## config.mk

```make
export PLATFORM = sky130hd
export DESIGN_NAME = sem_bank
export DESIGN_NICKNAME = d
export VERILOG_FILES = /design/src/rtl/sem_pkg.sv /design/src/rtl/sem_rst_sync.sv /design/src/rtl/sem_decode.sv /design/src/rtl/sem_cell.sv /design/src/rtl/sem_rdmux.sv /design/src/rtl/sem_bank.sv
export SDC_FILE = /design/constraint.sdc
export NUM_CORES = 1
export LEC_CHECK = 0
export BUFFER_PORTS_ARGS = -buffer_cell sky130_fd_sc_hd__buf_2
export CORE_AREA = 8 8 64 71
export CTS_CLUSTER_DIAMETER = 200
export DETAILED_ROUTE_END_ITERATION = 10
export DIE_AREA = 0 0 72 79
export PLACE_DENSITY = 0.7
export SLEW_MARGIN = 30
export SYNTH_ARGS = -nofsm -noshare
export SYNTH_HDL_FRONTEND = slang
export SYNTH_SLANG_ARGS = --single-unit
```

## constraint.sdc

```tcl
create_clock -name clk -period 2.8 [get_ports clk]
set_input_delay 0.56 -clock clk [delete_from_list [all_inputs] [get_ports clk]]
set_output_delay 0.56 -clock clk [all_outputs]
set_load 0.005 [all_outputs]
```

## src/rtl/sem_pkg.sv

```systemverilog
package sem_pkg;
  // Which side a token belongs to when both request latches are set.
  typedef enum logic {
    SIDE_LEFT  = 1'b0,
    SIDE_RIGHT = 1'b1
  } side_e;

  // One port's decoded action on one token in one cycle.
  typedef struct packed {
    logic req;   // write of 0
    logic rel;   // write of 1
  } sem_cmd_t;
endpackage

```

## src/rtl/sem_rst_sync.sv

```systemverilog
module sem_rst_sync (
  input  logic clk,
  input  logic rst_n,
  output logic rst_sync_n
);
  logic [1:0] stage_q;

  always_ff @(posedge clk or negedge rst_n) begin
    if (!rst_n) stage_q <= 2'b00;
    else        stage_q <= {stage_q[0], 1'b1};
  end

  assign rst_sync_n = stage_q[1];
endmodule

```

## src/rtl/sem_decode.sv

```systemverilog
module sem_decode
  import sem_pkg::*;
#(
  parameter int NUM_SEM = 8,
  parameter int ADDR_W  = (NUM_SEM > 1) ? $clog2(NUM_SEM) : 1
) (
  input  logic                       sel,
  input  logic                       we,
  input  logic [ADDR_W-1:0]          addr,
  input  logic                       wdata,
  output sem_cmd_t [NUM_SEM-1:0]     cmd
);
  logic wr_en;
  assign wr_en = sel & we;

  for (genvar i = 0; i < NUM_SEM; i++) begin : g_dec
    logic hit;
    assign hit        = wr_en && (addr == ADDR_W'(i));
    assign cmd[i].req = hit & ~wdata;
    assign cmd[i].rel = hit &  wdata;
  end
endmodule

```

## src/rtl/sem_cell.sv

```systemverilog
module sem_cell
  import sem_pkg::*;
(
  input  logic     clk,
  input  logic     rst_n,
  input  sem_cmd_t cmd_l,
  input  sem_cmd_t cmd_r,
  output logic     hold_l,
  output logic     hold_r
);
  logic  lreq_q, rreq_q, lreq_d, rreq_d;
  side_e own_q, own_d;
  logic  upd;

  assign hold_l = lreq_q & (~rreq_q | (own_q == SIDE_LEFT));
  assign hold_r = rreq_q & (~lreq_q | (own_q == SIDE_RIGHT));

  always_comb begin
    lreq_d = lreq_q;
    rreq_d = rreq_q;
    if (cmd_l.req) lreq_d = 1'b1;
    if (cmd_l.rel) lreq_d = 1'b0;
    if (cmd_r.req) rreq_d = 1'b1;
    if (cmd_r.rel) rreq_d = 1'b0;

    own_d = own_q;
    if (lreq_d && rreq_d) begin
      // Existing holder keeps it; a free token ties toward the left.
      own_d = hold_r ? SIDE_RIGHT : SIDE_LEFT;
    end else if (lreq_d) begin
      own_d = SIDE_LEFT;
    end else if (rreq_d) begin
      own_d = SIDE_RIGHT;
    end
  end

  assign upd = cmd_l.req | cmd_l.rel | cmd_r.req | cmd_r.rel;

  always_ff @(posedge clk or negedge rst_n) begin
    if (!rst_n) begin
      lreq_q <= 1'b0;
      rreq_q <= 1'b0;
      own_q  <= SIDE_LEFT;
    end else if (upd) begin
      lreq_q <= lreq_d;
      rreq_q <= rreq_d;
      own_q  <= own_d;
    end
  end

  logic is_free;
  assign is_free = ~lreq_q & ~rreq_q;

  p_grant_free_r2: assert property (@(posedge clk) disable iff (!rst_n)
    (is_free && cmd_l.req && !cmd_r.req) |=> (hold_l && !hold_r));

  p_keep_holder_r3: assert property (@(posedge clk) disable iff (!rst_n)
    (hold_l && cmd_r.req && !cmd_l.rel) |=> (hold_l && rreq_q));

  p_handoff_r4: assert property (@(posedge clk) disable iff (!rst_n)
    (hold_l && cmd_l.rel && rreq_q && !cmd_r.rel) |=> hold_r);

  p_release_free_r4: assert property (@(posedge clk) disable iff (!rst_n)
    (hold_r && cmd_r.rel && !lreq_q && !cmd_l.req) |=> (!hold_l && !hold_r));

  p_nonowner_rel_r5: assert property (@(posedge clk) disable iff (!rst_n)
    (hold_l && cmd_r.rel && !cmd_l.rel) |=> hold_l);

  p_cancel_r6: assert property (@(posedge clk) disable iff (!rst_n)
    (hold_l && cmd_r.rel && !cmd_l.req) |=> !rreq_q);

  p_tie_left_r7: assert property (@(posedge clk) disable iff (!rst_n)
    (is_free && cmd_l.req && cmd_r.req) |=> (hold_l && rreq_q));

  p_idle_r9: assert property (@(posedge clk) disable iff (!rst_n)
    (!(cmd_l.req | cmd_l.rel | cmd_r.req | cmd_r.rel)) |=>
      ($stable(hold_l) && $stable(hold_r)));
endmodule

```

## src/rtl/sem_rdmux.sv

```systemverilog
module sem_rdmux #(
  parameter int NUM_SEM = 8,
  parameter int ADDR_W  = (NUM_SEM > 1) ? $clog2(NUM_SEM) : 1
) (
  input  logic               sel,
  input  logic [ADDR_W-1:0]  addr,
  input  logic [NUM_SEM-1:0] hold,
  output logic               rdata
);
  always_comb begin
    rdata = 1'b1;
    for (int i = 0; i < NUM_SEM; i++) begin
      if (sel && (addr == ADDR_W'(i)) && hold[i]) rdata = 1'b0;
    end
  end
endmodule

```

## src/rtl/sem_bank.sv

```systemverilog
module sem_bank
  import sem_pkg::*;
#(
  parameter int NUM_SEM = 8,
  parameter int ADDR_W  = (NUM_SEM > 1) ? $clog2(NUM_SEM) : 1
) (
  input  logic              clk,
  input  logic              rst_n,
  input  logic              l_sel,
  input  logic              l_we,
  input  logic [ADDR_W-1:0] l_addr,
  input  logic              l_wdata,
  output logic              l_rdata,
  input  logic              r_sel,
  input  logic              r_we,
  input  logic [ADDR_W-1:0] r_addr,
  input  logic              r_wdata,
  output logic              r_rdata
);
  logic                   rst_sync_n;
  sem_cmd_t [NUM_SEM-1:0] cmd_l, cmd_r;
  logic     [NUM_SEM-1:0] hold_l, hold_r;

  sem_rst_sync u_rst (.clk(clk), .rst_n(rst_n), .rst_sync_n(rst_sync_n));

  sem_decode #(.NUM_SEM(NUM_SEM), .ADDR_W(ADDR_W)) u_dec_l (
    .sel(l_sel), .we(l_we), .addr(l_addr), .wdata(l_wdata), .cmd(cmd_l));
  sem_decode #(.NUM_SEM(NUM_SEM), .ADDR_W(ADDR_W)) u_dec_r (
    .sel(r_sel), .we(r_we), .addr(r_addr), .wdata(r_wdata), .cmd(cmd_r));

  for (genvar i = 0; i < NUM_SEM; i++) begin : g_sem
    sem_cell u_cell (
      .clk(clk), .rst_n(rst_sync_n),
      .cmd_l(cmd_l[i]), .cmd_r(cmd_r[i]),
      .hold_l(hold_l[i]), .hold_r(hold_r[i]));
  end

  sem_rdmux #(.NUM_SEM(NUM_SEM), .ADDR_W(ADDR_W)) u_rd_l (
    .sel(l_sel), .addr(l_addr), .hold(hold_l), .rdata(l_rdata));
  sem_rdmux #(.NUM_SEM(NUM_SEM), .ADDR_W(ADDR_W)) u_rd_r (
    .sel(r_sel), .addr(r_addr), .hold(hold_r), .rdata(r_rdata));

  p_one_holder_r2: assert property (@(posedge clk) disable iff (!rst_sync_n)
    (hold_l & hold_r) == '0);

  p_addr_only_r8: assert property (@(posedge clk) disable iff (!rst_sync_n)
    $countones(cmd_l) <= 1 && $countones(cmd_r) <= 1);

  p_unsel_quiet_r9: assert property (@(posedge clk) disable iff (!rst_sync_n)
    !l_sel |-> (cmd_l == '0 && l_rdata));
endmodule

```

### Word level (Yosys, flattened, before mapping)

Index checks and enable logic that the tools add are counted.

* reductions and logical operators: 74
* equal/unequal tests: 14
* multiplexer cells: 80
* bitwise gates (word level): 116

Operators with widths (number)
* $mux W1: 80
* $logic_and A1 B1 Y1: 56
* $and A1 B1 Y1: 50
* $or A1 B1 Y1: 40
* $not A1 Y1: 26
* $eq A3 B3 Y1 const B: 8
* $reduce_bool A3 Y1: 8
* $reduce_and A2 Y1: 8
* $eq A3 B2 Y1 const B: 4
* $eq A3 B1 Y1 const B: 2
* $logic_not A3 Y1: 2

* output and inout bits: 2
* register bits after elaboration: 26
* input bits: 14

### Logic depth before layout (Yosys ltp)

Gate-level depths: netlist (run 1).

* depth in word-level cells: 12
* gate-level depth with buffers: 6

### Modules after synthesis

From an unflattened synthesis (run 1), not the netlist that was laid out.

* cells, all modules: 175
* area, all modules: 1580.3 µm²

By module, submodules not included
* sem_cell: cells an instance 14, instances 8, area each 142.6 µm², sequential area each 75.1 µm²
* sem_decode: cells an instance 23, instances 2, area each 116.4 µm², sequential area each 0.0 µm²
* sem_rdmux: cells an instance 7, instances 2, area each 76.3 µm², sequential area each 0.0 µm²
* sem_rst_sync: cells an instance 3, instances 1, area each 53.8 µm², sequential area each 50.0 µm²

### Least setup slack after synthesis (run 1)

No wires, ideal clock.

* kind: in2out
* from: input port l_addr[0]
* to: output port l_rdata
* buffers on the path: 1
* arrival: 1.348 ns
* cell stages on the path: 5
* slack: 0.892 ns
* cell sequence: buf_6 > nand3_1 > o21ai_0 > mux4_1 > nand2_1

* cells in the longest elaborated chain, start to end: 11
* elaborated cells on any way between the ends: 32

Ends and longest elaborated chain
* from (decl): line sem_bank.sv:11 `input logic [ADDR_W-1:0] l_addr,`
* $logic_not A3 Y1: line sem_rdmux.sv:13 `if (sel && (addr == ADDR_W'(i)) && hold[i]) rdata = 1'b0;`
* $logic_and A1 B1 Y1 (2 in a row): line sem_rdmux.sv:13
* $mux W1 (7 in a row): line sem_rdmux.sv:13
* $mux W1 (*): line sem_rdmux.sv:13
* to (decl): line sem_bank.sv:13 `output logic l_rdata,`

Mark *: on every way between the ends. The rest lies on a longest branch, timed or not.

### Worst setup path in the final report (run 1)

* from: register g_sem[1].u_cell.own_q
* to: output port r_rdata

* cells in the longest elaborated chain, start to end: 10

Ends and longest elaborated chain
* from (decl): line sem_cell.sv:12 `side_e own_q, own_d;`
* from (signal assigned): line sem_cell.sv:47 `own_q <= own_d;`
* $or A1 B1 Y1: line sem_cell.sv:16 `assign hold_r = rreq_q & (~lreq_q | (own_q == SIDE_RIGHT));`
* $and A1 B1 Y1: line sem_cell.sv:16
* $logic_and A1 B1 Y1: line sem_rdmux.sv:13
* $mux W1 (7 in a row): line sem_rdmux.sv:13
* to (decl): line sem_bank.sv:18 `output logic r_rdata`

No other way between the ends.

==> summary.txt, run 1 <==
Power
  – Sequential share of power: 0.478
  – Tot Pwr: around 1.1 mW
  – Gate power share: 0.237
  – Pwr per Cell Area: around 600 mW/mm²
  – LEAKAGE: between 0.7 and 0.8 nW
  – Sw Ratio: 0.3187
  – Internal power: just under 800 µW
  – Sw Pwr: between 300 and 400 µW
  – Peak supply drop: 0.3122 mV
  – Clk pwr share: 0.284

Synth
  – Ranking of synthesized cells by area: dfrtp_1 38%, nand2_1 6.8%, o21ai_0 6.8%
  – Netlist cell types: between 40 and 50
  – Post-Syn Nets: 219
  – Yosys top cell area share: 0.3821
  – Number of synthesized flops with an enable pin: 0
  – Syn_area_per_cell: 8.307 µm²
  – Post-synth ARST share: 1.000
  – Synth Register Bits: 26
  – Yosys warnings: 0
  – Seq/Total Area, Yosys: 0.3821
  – Cell area after synthesis: ~0.0017 mm²
  – Yosys top cell by area: dfrtp_1
  – Post-synthesis instance total: approximately 210
  – Prevailing post-synth register cell: dfrtp_1

Timing
  – Final clock skew: 0.001578 ns
  – Setup TNS: 0 ns
  – Crit path time final: 2.277 ns
  – Rel. slew slack: 0.6441
  – FMAX: between 400 and 500 MHz
  – Final worst-path cycle share: 0.8131
  – RSZ-0062 raised after global routing: false
  – Slew Viols, Final: 0
  – Final hold vios: 0
  – Setup violators final: 0
  – Worst Max-Slew Pin Slew: roughly 0.53 ns

Route
  – # DRC: 0
  – Post-route ant nets: 0
  – Avg WL per Cell: 15.26 µm
  – Starting DRT DRC Count: 133
  – TritonRoute pass-1 iters: 5
  – Final WL: 4090 µm
  – Via Count: 1559
  – Vias/cell: ~5.8

Clock tree
  – Skew-Pair Late Insertion Delay: 0.28 ns
  – Num CTS Buffers: 3
  – Maximum clock path buffer count: 2
  – Post-CTS Setup Bufs: 0
  – Clock Sink Count: 26
  – # hold bufs at CTS: 0
  – Root buf cell: clkbuf_8
  – Htree depth: 1
  – Worst-path clk slew: 0.10 ns
  – CTS tree: yes
  – Cts repair resizes: 0

Floorplan
  – Die H: ~80 µm
  – Core area: 0.003482 mm²
  – Die Area: roughly 0.0057 mm²
  – Cell row count: 23
  – Starting Density: 0.4890
  – IO Pins: 16
  – Die width: about 70 µm

Global route
  – Overflow after GRT: 0
  – First-pass GRT wire length: 6762 µm
  – Antenna violations before repair: 0
  – Vias in the first global route: between 1000 and 1500
  – Largest net degree at the start of global routing: 25
  – Global Route Usage Sum: 0.1495

Layout
  – Nets: 233
  – Share of post-route cells with drive strength above 1: 0.1239
  – Commonest non-fill, non-tap cell in the layout: nand2_1
  – Most frequent cells in the layout: 31 x nand2_1, 25 x dfrtp_1, 23 x o21ai_0, 22 x nor2_1, 15 x buf_2
  – Area grow syn2layout: 10.36%
  – Diodes inserted: 0

Critical path
  – Startpoint Class: flop
  – WP data required: 2.24 ns
  – Worst setup EP type: primary output
  – Worst Path Class, Setup: flop to primary output
  – Arrival @ worst endpoint: roughly 1.7 ns
  – Crit-path max FO: 5

Hold path
  – Hold Path Class: input port to asynchronous set/reset pin

Flow run
  – Max-cap viol count: 0

Place
  – DP Wirelength: 3056 µm
  – GP Congestion: 0.9085
  – Port-buffer cells: 15

Run status
  – Status: finished, final reports clean
-- cells by family after synthesis --
group	after synthesis	share of synthesized area
buffers and inverters	12	0.03306
flip-flops	26	0.3821
other	1	0.002202
multiplexers	6	0.04482
AND/OR/NAND/NOR	94	0.2799
AO/OA/AOI/OAI	66	0.2579
-- path summary, 6_finish.rpt --
check                      slack (ns)  cells past startpoint                          startpoint                                  to
max                              0.52                      6   g_sem[1].u_cell.own_q$_DFFE_PN0P_                             r_rdata
min                              0.04                      1                               rst_n          u_rst.stage_q[1]$_DFF_PN0_
max reg2reg                      1.53                      4  g_sem[0].u_cell.rreq_q$_DFFE_PN0P_   g_sem[0].u_cell.own_q$_DFFE_PN0P_
min reg2reg                      0.25                      0          u_rst.stage_q[1]$_DFF_PN0_  g_sem[6].u_cell.rreq_q$_DFFE_PN0P_
max in group asynchronous        2.19                      0          u_rst.stage_q[1]$_DFF_PN0_  g_sem[3].u_cell.lreq_q$_DFFE_PN0P_
min in group clk                 0.35                      0          u_rst.stage_q[0]$_DFF_PN0_          u_rst.stage_q[1]$_DFF_PN0_
-- power by group through the flow --
stage	sequential (mW)	clock, mW	combinational, mW
after floorplan	0.519	0	0.210
after global placement	0.548	0	0.265
after detailed placement	0.548	0	0.269
after CTS	0.541	0.333	0.270
after global routing	0.553	0.342	0.308
final	0.541	0.322	0.269
-- per-layer routing --
| metal | track usage | vias up | part of all wire |
|---|---|---|---|
| li1 | - | 780 | - |
| met4 | 0.08180 | 0 | 0.033 |
| met1 | 0.1765 | 720 | 0.46 |
| met2 | 0.2464 | 46 | 0.46 |
| met5 | 0 | - | 0 |
| met3 | 0.03275 | 13 | 0.056 |
-- state kept, by name, summed over array words and instances (netlist names) --
signal	count
g_sem.u_cell.lreq_q	8
g_sem.u_cell.own_q	8
g_sem.u_cell.rreq_q	8
u_rst.stage_q	2
-- area by class of cell --
cell class                      count  area, µm²
Multi-Input combinational cell    167      996.0
Inverter                            6      22.52
Timing Repair Buffer               15      75.07
Clock buffer                        3      41.29
Sequential cell                    26      651.9
Tap cell                           50      62.56
Fill cell                         327       1603
Clock inverter                      1      30.03
-- stage by stage --
stage | hold slack (ns) | instance area [µm²] | cells | worst slack, ns | utilization
after detailed placement | 0.2795 | 1808 | 264 | 0.5489 | 0.5192
after global routing | 0.04015 | 1879 | 268 | 0.4274 | 0.5397
after floorplan | 0.2644 | 1703 | 205 | 0.8918 | -
after global placement | 0.3347 | 1807 | 264 | 0.5883 | 0.5189
after CTS | 0.03199 | 1879 | 268 | 0.5135 | 0.5397
final | 0.04259 | 1879 | 268 | 0.5232 | 0.5397
-- cells in the mapped netlist, types with 4 or more instances --
cell type / n
a21o_1: 4
a21oi_1: 5
a311oi_1: 4
and3_1: 4
clkbuf_1: 4
dfrtp_1: 26
inv_1: 6
mux2i_1: 5
nand2_1: 31
nand2b_1: 5
nand3_1: 9
nor2_1: 22
nor3_1: 5
o21ai_0: 23
-- worst max-delay path, stage by stage, from the launching register on --
cell,delay [ns]
dfrtp_1,0.43
nand2b_1,0.15
and3_1,0.18
a311oi_1,0.24
a31oi_1,0.07
o31ai_1,0.21
buf_2,0.16
Note: power is estimated with default switching activity, not from simulation.
==> run 2: changes to the inputs <==
- ABC_AREA: unset -> 1
- CORE_AREA: 8 8 64 71 -> 8 8 63 70
- DIE_AREA: 0 0 72 79 -> 0 0 71 78
- PLACE_DENSITY: 0.7 -> 0.73
- clock period: 2.8 -> 1.95 ns (I/O delays scaled with it)
==> summary.txt, run 2 <==
Timing
  – Slew Viols, Final: 0
  – Final hold vios: 0
  – Final worst-path cycle share: 0.9356
  – Setup TNS: 0 ns
  – RSZ-0062 raised after global routing: false
  – Setup violators final: 0
  – Hold WS: 0.2309 ns
  – FMAX: 548.1 MHz
  – Crit path time final: about 1.8 ns
  – Final clock skew: 0.001218 ns

Layout
  – Nets: 274
  – Multi-input combinational cell area: 844.6 µm²
  – Share of post-route cells with drive strength above 1: 0.1699
  – Most frequent cells in the layout: 88 x nand2_1, 32 x nand3_1, 29 x inv_1, 26 x dfrtp_1, 16 x nor2_1
  – Top Registers: g_sem.u_cell.lreq_q (8), g_sem.u_cell.own_q (8), g_sem.u_cell.rreq_q (8)
  – Design area: 0.001798 mm²
  – Area grow syn2layout: 9.527%
  – Storage element area: 650.6 µm²
  – Filler instances: ~330
  – Diodes inserted: 0
  – Commonest non-fill, non-tap cell in the layout: nand2_1

Synth
  – Compound-Gate Fraction of Synth Area: 0.07012
  – Syn_area_per_cell: around 6.8 µm²
  – Mux cell area share after synthesis: 0
  – Most frequent cell after synthesis: nand2_1
  – Post-synthesis instance total: ~240
  – Post-synth ARST share: 1.000
  – Synth Area in Simple Gates: 0.4421
  – Post-synthesis adder-cell area fraction: 0
  – Largest family of logic cells by synthesized area: simple AND/OR/NAND/NOR gates
  – Ranking of synthesized cells by area: dfrtp_1 40%, nand2_1 20%, nand3_1 9.8%
  – Cell area after synthesis: 0.001642 mm²
  – Seq/Total Area, Yosys: 0.3963
  – Netlist cell types: 25
  – Yosys warnings: 0
  – Post-Syn Nets: 255
  – Yosys top cell area share: 0.3963
  – Xor-xnor portion of the synthesized cell area: 0
  – Synth Register Bits: 26
  – Prevailing post-synth register cell: dfrtp_1
  – Number of synthesized flops with an enable pin: 0
  – Post-synth top cells: 88 x nand2_1, 32 x nand3_1, 29 x inv_1
  – Yosys top cell by area: dfrtp_1

Clock tree
  – Num CTS Buffers: 3
  – Root buf cell: clkbuf_4
  – Maximum clock path buffer count: 2
  – Clock Sink Count: 26
  – Worst-path clk slew: 0.14 ns
  – Htree depth: 1
  – Skew-Pair Late Insertion Delay: 0.31 ns
  – Post-CTS Setup Bufs: 0
  – CTS tree: yes

Flow run
  – Max-cap viol count: 0

Critical path
  – Worst Reg-to-Reg Cells: 4
  – Worst setup EP type: primary output
  – WP data required: 1.56 ns
  – Reg2reg end: g_sem[2].u_cell.own_q$_DFFE_PN0P_
  – Startpoint Class: flop
  – Worst Path Class, Setup: flop to primary output
  – Crit-path max FO: 3
  – Arrival @ worst endpoint: 1.43 ns
  – Flop-to-flop setup slack: 0.94 ns
  – FF-to-FF Start: g_sem[2].u_cell.own_q$_DFFE_PN0P_

Route
  – # DRC: 0
  – Starting DRT DRC Count: 60
  – TritonRoute pass-1 iters: 4
  – Post-route ant nets: 0
  – Avg WL per Cell: 12.49 µm
  – Vias/cell: 5.088
  – Via Count: 1501
  – Final WL: ~3700 µm

Run status
  – Status: finished, final reports clean

Place
  – Area after DPL: 0.001752 mm²
  – Port-buffer cells: 15
  – GP Congestion: 0.8879
  – DP Wirelength: 2883 µm

Floorplan
  – Core area: roughly 0.0032 mm²
  – Die width: 71 µm
  – Starting Density: 0.5054
  – IO Pins: 16
  – Cell row count: 22
  – Die H: 78 µm
  – Die Area: approximately 0.0055 mm²

Power
  – Sw Ratio: 0.3418
  – Clk pwr share: 0.192
  – Gate power share: 0.296
  – Sequential share of power: 0.512
  – Internal power: about 900 µW
  – Peak supply drop: around 0.49 mV
  – Sw Pwr: 480.5 µW
  – LEAKAGE: 0.9803 nW
  – Pwr per Cell Area: 781.8 mW/mm²

Global route
  – Global Route Usage Sum: 0.1402
  – Vias in the first global route: 1430
  – Largest net degree at the start of global routing: 25
  – First-pass GRT wire length: roughly 6300 µm
  – Antenna violations before repair: 0
  – Overflow after GRT: 0

Hold path
  – Hold Path Class: flop to asynchronous set/reset pin
-- run 2: critical path: stages, from the launching register on --
cell and delay (ns):
dfrtp_1 0.41, o21ai_0 0.25, o21ai_0 0.15, nor2_1 0.11, nand2_1 0.05, nand2_1 0.04
buf_2 0.10
-- run 2: kinds of logic after synthesis --
| group | count (synthesis) |
|---|---|
| flip-flops | 26 |
| other | 1 |
| AO/OA/AOI/OAI | 21 |
| buffers and inverters | 37 |
| AND/OR/NAND/NOR | 156 |
-- run 2: power groups by stage --
stage          Clock (mW)  Combinational, mW  Sequential, mW
2_1_floorplan           0              0.313           0.717
3_3_place_gp            0              0.405           0.725
3_5_place_dp            0              0.409           0.728
4_1_cts             0.282              0.414           0.717
5_1_grt             0.295              0.487           0.735
6_report            0.270              0.416           0.719
-- run 2: through the flow --
stage / total power, mW / setup slack (ns) / instances / utilization
detailed placement: 1.137 / 0.2834 / 290 / 0.5393
global route: 1.516 / 0.001523 / 295 / 0.5535
CTS: 1.413 / 0.02363 / 295 / 0.5535
finish: 1.406 / 0.1256 / 295 / 0.5535
floorplan: 1.029 / 0.5256 / 241 / -
global placement: 1.130 / 0.2404 / 290 / 0.5393
-- run 2: how the worst max path moves through the flow --
stage | start | endpoint | slack (ns) | cells past startpoint
floorplan | r_addr[2] | r_rdata | 0.53 | 8
global placement | r_addr[2] | r_rdata | 0.24 | 9
detailed placement | r_addr[2] | r_rdata | 0.28 | 9
CTS | g_sem[0].u_cell.own_q$_DFFE_PN0P_ | r_rdata | 0.02 | 6
global route | g_sem[2].u_cell.own_q$_DFFE_PN0P_ | r_rdata | 0.002 | 6
finish | g_sem[2].u_cell.own_q$_DFFE_PN0P_ | r_rdata | 0.13 | 6
-- run 2: final cells by class --
class                      instances  area share
clock buffer                       4     0.02018
tap                               36     0.02505
sequential                        26      0.3619
inverter                          34     0.07168
multi-input combinational        178      0.4697
timing repair buffer              17     0.05150
-- run 2: per-layer routing --
metal	GRT usage	wire length, µm	part of all wire
met5	0	0	0
met4	0.05833	95	0.026
met3	0.03085	118	0.032
met2	0.2423	1823	0.49
met1	0.1627	1648	0.45
-- run 2: what timing repair did --
item                       CTS  global route
setup endpoints to repair    0             1
hold buffers                 1             0
resized for setup            0             3
hold endpoints to repair     2             0
==> run 3: changes to the inputs <==
- PLACE_DENSITY: 0.73 -> 0.82
==> summary.txt, run 3 (same netlist as run 2, synthesis figures left out) <==
Critical path
  – Worst setup EP type: primary output
  – Flop-to-flop setup slack: 0.90 ns
  – Crit-path max FO: 2
  – WP data required: 1.56 ns
  – Reg2reg end: g_sem[2].u_cell.own_q$_DFFE_PN0P_
  – Worst Reg-to-Reg Cells: 4
  – Worst Setup EP: r_rdata
  – Worst setup path startpoint: g_sem[5].u_cell.lreq_q$_DFFE_PN0P_
  – Arrival @ worst endpoint: 1.45 ns
  – Startpoint Class: flop
  – FF-to-FF Start: g_sem[2].u_cell.own_q$_DFFE_PN0P_
  – Worst Path Class, Setup: flop to primary output

Global route
  – Overflow after GRT: 0
  – GR peak layer: met2
  – Vias in the first global route: 1506
  – Met2 usage: 0.2405
  – GR Util met1: 0.1561
  – Global Route Usage Sum: 0.1371
  – Antenna violations before repair: 0
  – M3 GR Usage: 0.02699
  – Largest net degree at the start of global routing: 25
  – First-pass GRT wire length: between 6000 and 7000 µm

Clock tree
  – Htree depth: 1
  – Skew-Pair Late Insertion Delay: 0.32 ns
  – Cts repair resizes: 0
  – Worst-path clk slew: 0.14 ns
  – Root buf cell: clkbuf_4
  – CTS tree: yes
  – Maximum clock path buffer count: 2
  – Clock Sink Count: 26
  – Num CTS Buffers: 3

Floorplan
  – Cell row count: 22
  – Die width: 71 µm
  – Die Area: around 0.0055 mm²
  – IO Pins: 16
  – Die H: 78 µm
  – Core area: 0.003248 mm²
  – Starting Density: 0.5054

Timing
  – FMAX: 543.7 MHz
  – Final clock skew: 0.004708 ns
  – Setup violators final: 0
  – Final worst-path cycle share: 0.9432
  – Final hold vios: 0
  – RSZ-0062 raised after global routing: false
  – Setup TNS: 0 ns
  – Slew Viols, Final: 0
  – Crit path time final: 1.839 ns

Run status
  – Status: finished, final reports clean

Layout
  – Diodes inserted: 0
  – Multi-input combinational cell area: 844.6 µm²
  – Storage element area: 650.6 µm²
  – Most frequent cells in the layout: 88 x nand2_1, 32 x nand3_1, 29 x inv_1, 26 x dfrtp_1, 16 x nor2_1
  – Layout Utilization: 0.5559
  – Commonest non-fill, non-tap cell in the layout: nand2_1
  – Share of post-route cells with drive strength above 1: 0.1731
  – Top Registers: g_sem.u_cell.lreq_q (8), g_sem.u_cell.own_q (8), g_sem.u_cell.rreq_q (8)
  – Filler instances: 331
  – Nets: 275
  – Area grow syn2layout: 9.985%
  – Design area: 0.001805 mm²

Power
  – LEAKAGE: 0.9854 nW
  – Pwr per Cell Area: 777.6 mW/mm²
  – Peak supply drop: approximately 0.37 mV

Route
  – Final WL: 3544 µm
  – Starting DRT DRC Count: 69
  – Post-route ant nets: 0
  – # DRC: 0
  – TritonRoute pass-1 iters: 4
  – Vias/cell: between 5 and 6
  – Via Count: ~1500
  – Avg WL per Cell: 11.97 µm

Place
  – GP Congestion: 0.8969
  – DP Wirelength: 2850 µm
  – Area after DPL: around 0.0018 mm²
  – Port-buffer cells: 15

Hold path
  – Hold Path Class: flop to asynchronous set/reset pin

Flow run
  – Max-cap viol count: 0
[run 3: per-stage QoR]
stage	total power [mW]	cells	worst slack, ns	hold WS, ns
finish	1.404	296	0.1107	0.2268
global route	1.508	296	0.01256	0.2666
CTS	1.415	296	0.08759	0.2454
detailed placement	1.138	291	0.2821	0.1776
global placement	1.128	291	0.2770	0.1757
floorplan	1.029	241	0.5256	0.09441
[run 3: layer usage]
metal,up-vias,share of wire
li1,791,-
met2,39,0.50
met4,0,0.016
met5,-,0
met3,6,0.057
met1,667,0.43
[run 3: area by class of cell]
cell class,count,area share
repair buffers,18,0.05544
well taps,36,0.02495
inverters,34,0.07138
clock buffers,4,0.02010
flip-flops and latches,26,0.3604
multi-input cells,178,0.4678
[run 3: worst max-delay path, stage by stage, from the launching register on]
cell and delay, ns:
dfrtp_1 0.41, o21ai_0 0.26, nand3_1 0.11, nand2_1 0.09
nor2_1 0.04, nand2_1 0.06, nand2_1 0.04, buf_2 0.12
[run 3: repair_timing]
action	in CTS	in global routing
buffers inserted	0	0
hold endpoints to repair	2	0
hold buffers	1	0
[run 3: power by group]
part / switching, mW / total (mW) / internal (mW)
clock network: 0.161 / 0.275 / 0.114
registers: 0.0652 / 0.716 / 0.650
logic: 0.252 / 0.413 / 0.161
total: 0.478 / 1.40 / 0.926
[run 3: worst min-delay path by stage]
stage,start,to,slack (ns),depth (start not counted)
floorplan,rst_n,u_rst.stage_q[0]$_DFF_PN0_,0.09,0
global placement,rst_n,u_rst.stage_q[0]$_DFF_PN0_,0.18,1
detailed placement,rst_n,u_rst.stage_q[0]$_DFF_PN0_,0.18,1
CTS,u_rst.stage_q[1]$_DFF_PN0_,g_sem[0].u_cell.lreq_q$_DFFE_PN0P_,0.25,1
global route,u_rst.stage_q[1]$_DFF_PN0_,g_sem[3].u_cell.lreq_q$_DFFE_PN0P_,0.27,1
finish,u_rst.stage_q[1]$_DFF_PN0_,g_sem[0].u_cell.own_q$_DFFE_PN0P_,0.23,1
